===== src/rtl/mac_copro.sv =====
module mac_copro #(
  parameter int W = 16
) (
  input  logic         clk,
  input  logic         rst_n,
  input  logic         mode_wr,
  input  logic [7:0]   mode_code,
  input  logic         op_valid,
  input  logic [W-1:0] arg_a,
  input  logic [W-1:0] arg_b,
  output logic [W-1:0] res_out,
  output logic [3:0]   flags_out
);
  localparam int AW = 2 * W;
  localparam logic [7:0] M_CLR  = 8'h00;
  localparam logic [7:0] M_LDLO = 8'h01;
  localparam logic [7:0] M_LDHL = 8'h02;
  localparam logic [7:0] M_MACL = 8'h07;
  localparam logic [7:0] M_MACH = 8'h17;
  localparam logic [3:0] F_OVF  = 4'b0100;

  logic [7:0]           mode_q;
  logic [AW-1:0]        acc_q, acc_nx;
  logic signed [AW-1:0] prod;
  logic [AW-1:0]        sum;
  logic                 is_mac, ovf, take_op;

  assign take_op = op_valid && !mode_wr;
  assign is_mac  = (mode_q == M_MACL) || (mode_q == M_MACH);
  assign prod    = $signed(arg_a) * $signed(arg_b);
  assign sum     = acc_q + prod;
  assign ovf     = (prod[AW-1] == acc_q[AW-1]) && (sum[AW-1] != prod[AW-1]);

  always_comb begin
    case (mode_q)
      M_LDLO:         acc_nx = {{W{1'b0}}, arg_b};
      M_LDHL:         acc_nx = {arg_a, arg_b};
      M_MACL, M_MACH: acc_nx = sum;
      default:        acc_nx = acc_q;
    endcase
  end

  always_ff @(posedge clk) begin
    if (!rst_n) begin
      mode_q    <= M_CLR;
      acc_q     <= '0;
      res_out   <= '0;
      flags_out <= '0;
    end else if (mode_wr) begin
      mode_q <= mode_code;
      if (mode_code == M_CLR) acc_q <= '0;
    end else if (op_valid) begin
      acc_q     <= acc_nx;
      res_out   <= (mode_q == M_MACH) ? acc_nx[AW-1:W] : acc_nx[W-1:0];
      flags_out <= (is_mac && ovf) ? F_OVF : 4'b0000;
    end
  end


  clear_on_write_chk: assert property (@(posedge clk) disable iff (!rst_n)
    mode_wr && mode_code == M_CLR |=> acc_q == '0);

  low_half_chk: assert property (@(posedge clk) disable iff (!rst_n)
    take_op && mode_q == M_MACL |=> res_out == acc_q[W-1:0]);

  high_half_chk: assert property (@(posedge clk) disable iff (!rst_n)
    take_op && mode_q == M_MACH |=> res_out == acc_q[AW-1:W]);

  flag_code_chk: assert property (@(posedge clk) disable iff (!rst_n)
    flags_out == 4'b0000 || flags_out == F_OVF);

  unlisted_hold_chk: assert property (@(posedge clk) disable iff (!rst_n)
    take_op && !is_mac && mode_q != M_LDLO && mode_q != M_LDHL
    |=> $stable(acc_q) && flags_out == 4'b0000);

  out_hold_chk: assert property (@(posedge clk) disable iff (!rst_n)
    !take_op |=> $stable(res_out) && $stable(flags_out));

  drop_op_chk: assert property (@(posedge clk) disable iff (!rst_n)
    mode_wr && mode_code != M_CLR |=> $stable(acc_q));
endmodule


===== config.mk =====
export PLATFORM = sky130hd
export DESIGN_NAME = mac_copro
export DESIGN_NICKNAME = d
export VERILOG_FILES = /design/src/rtl/mac_copro.sv
export SDC_FILE = /design/constraint.sdc
export NUM_CORES = 1
export LEC_CHECK = 0
export ABC_CLOCK_PERIOD_IN_PS = 8290
export BUFFER_PORTS_ARGS = -buffer_cell sky130_fd_sc_hd__buf_4
export CAP_MARGIN = 20
export CORE_MARGIN = 4
export CORE_UTILIZATION = 30
export DETAILED_ROUTE_END_ITERATION = 10
export SLEW_MARGIN = 15
export SYNTH_ARGS = -nofsm -noshare
export SYNTH_HDL_FRONTEND = slang
export SYNTH_SLANG_ARGS = --single-unit

===== constraint.sdc =====
create_clock -name clk -period 8.29 [get_ports clk]
set_input_delay 0.829 -clock clk [delete_from_list [all_inputs] [get_ports clk]]
set_output_delay 0.829 -clock clk [all_outputs]
set_load 0.005 [all_outputs]

==> flow_summary.toml <==
[run_status]
status = "finished, final reports clean"

[timing]
setup_viol_count_final = 0
drv_slew = 0
tightest_slew_ns = 0.718
period_share_pct = 97.1
max_slew_margin_pct = 52.0
max_freq_ghz = 0.124
post-route-min-period_ns = 8.05
finalHoldViolations = 0
skew_ns = 0.00549
final.setup.tns_ns = 0

[clock_network]
cts_tree = "done"
clkLatencyLatePin_ns = 0.33
clk_pin_slew_ns = 0.06
numCtsBuffers = 9
cts_max_level = 3
clockBufferDepth = 2
cts.sinks = 57
postCtsHoldBufs = 0
cts-root-buf = "clkbuf_16"

[logic_synthesis]
yosys-mux-area-fraction_pct = 0.630
yosys_register_bits = 57
synth_top_area_share_pct = 36.8
synth_edf_count = 0
synth-simple-area-share_pct = 18.0
synthArstFlopShare_pct = 0
yosys_warnings = 0
synth_area_um2 = 14300
synth_fa_ha_area_share_pct = 46.7
syn_inst = 1677
synthFlopType = "dfxtp_1"
syn_area_per_cell_um2 = 8.52
synth_compound_area_share_pct = 13.0
seq_area_frac_synth_pct = 7.98
synthDistinctLibCells = 61
synthXorXnorAreaFrac_pct = 3.68
synth_top_family_by_area = "adder cells"
ys_top_cells_by_area = "fa_1 (37%), ha_1 (9.9%), inv_1 (8.0%)"
yosys.area.top_type = "fa_1"

[cells_and_area]
diodes = 0
nets = 2320
final_util_pct = 37.4
fillers = 4775
seq_area_um2 = 1140
multi_input_area_um2 = 12000
drive_above_1_share_pct = 18.5
instances_no_fill = 2512
syn_to_final_growth_pct = 22.7

[global_route]
antenna_found_initial = 0
grt_usage_pct = 16.9
grt_pass1_wl_mm = 69.6
grt_max_degree = 53
overflow = 0
grt_pass1_vias = 13100

[worst_setup_path]
path_class = "in2reg"
required_ns = 8.55
cpMaxStageDelayCell = "fa_1"
worst_setup_path_end_kind = "register"
arrival_ns = 8.31
slowest_delay_ns = 0.56
startpoint_type = "input port"
cpMostUsedCell = "buf_4"
path_max_fanout = 6

[floorplan]
die_y_um = 226
placeableCoreArea_um2 = 46900
rows = 79
boundaryPins = 64
die_area_um2 = 51200
dieWidth_um = 226
initial_core_util_pct = 30.5

[place]
routabilityCongestion = 0.934
port_buffers = 60
dp.cells = 2483
hpwl_mm = 36.5

[detailed_routing]
drt_iter0_drc = 683
vias_per_cell = 4.91
wl_per_cell_um = 17.0
num_vias = 12300
drc = 0
drtPass1Iterations = 7
wl_mm = 42.6
postRouteAntennaNets = 0

[job]
cap_violations = 0

[min_path]
hp-class = "reg2reg"
## layout make-up
cell class | instances | share of cell area, %
multi-input combinational | 1245 | 68.3
timing repair buffer | 281 | 12.5
inverter | 306 | 6.55
sequential | 57 | 6.51
tap | 607 | 4.33
clock buffer | 12 | 1.52
clock inverter | 4 | 0.285
## sequential cells by signal, indices dropped and copies added (netlist names)
| register | count |
|---|---|
| mode_q | 8 |
| flags_out | 1 |
| acc_q | 32 |
| res_out | 16 |
## what timing repair did
action	in CTS	in global routing
pin swaps	1	49
gates resized for setup	2	69
buffers inserted	1	12
endpoints found under the setup margin	2	23
## routing by layer
metal / global-route usage (%) / routed length (um) / up-vias
met1: 23.6 / 19200 / 6200
met5: 0 / 0 / -
met2: 29.2 / 20700 / 335
met3: 1.22 / 1830 / 51
li1: - / - / 5740
met4: 3.61 / 897 / 0
## cell usage after synthesis (all sizes together), types with 8 or more instances
library cell,n
mux2i,9
nor2b,31
nand2,193
xnor2,46
nand3,16
clkbuf,67
a211oi,10
fa,263
a22oi,13
xor2,14
a31oi,9
o211ai,9
nand2b,22
inv,306
and2,144
ha,113
o21ai,63
nor2,57
o21a,10
dfxtp,57
a21boi,12
a221oi,12
nor3,21
a21oi,76
o21bai,8
a21o,24
## metrics by stage
step / hold slack (ns) / setup slack, ns / instance area (um^2)
after detailed placement: 0.452 / -0.352 / 16800
after floorplan: 0.440 / 0.0343 / 14300
final: 0.458 / 0.241 / 17500
after global placement: 0.442 / -0.277 / 16800
after global routing: 0.482 / -0.0204 / 17500
after CTS: 0.461 / 0.0183 / 17200
## cell usage in the layout, fill, tap and decap left out, types with 10 or more instances in the layout
master	instances
nand2_1	192
fa_1	256
a21oi_2	10
dfxtp_1	57
buf_4	267
a22oi_1	13
nand2b_1	22
inv_1	302
xnor2_1	45
o21a_1	10
nand3_1	16
xor2_1	12
o21ai_0	50
a21o_1	24
nor3_1	18
a221oi_1	12
nor2_1	57
and2_1	139
ha_1	105
nor2b_1	31
a21oi_1	65
## final timing paths
kind / endpoint / cells after the start / startpoint / slack (ns)
setup reg to reg: acc_q[31] / 11 / acc_q[7] / 5.24
setup / recovery: acc_q[31] / 34 / arg_b[4] / 0.24
hold / removal: res_out[8] / 2 / res_out[8] / 0.46
hold reg to reg: res_out[8] / 2 / res_out[8] / 0.46
## critical path: cells and delay by family
kind | cells | cell delay [ns]
buffers and inverters | 7 | 0.82
adder cells (fa/ha/maj) | 8 | 3.22
AO/OA/AOI/OAI | 8 | 1.72
XOR/XNOR | 1 | 0.21
AND/OR/NAND/NOR | 10 | 1.51
## cells by family (layout without fill, tap and decap cells)
logic type / count (synthesis) / after routing
simple gates: 515 / 515
buf+inv: 377 / 603
fa+ha+maj: 376 / 376
compound gates: 282 / 282
xor+xnor: 60 / 60
flops: 57 / 57
mux: 9 / 9
other cells: 1 / 3
Power is not shown: default switching activity piles up to over one toggle a cycle in this logic, so the estimate is an artifact.
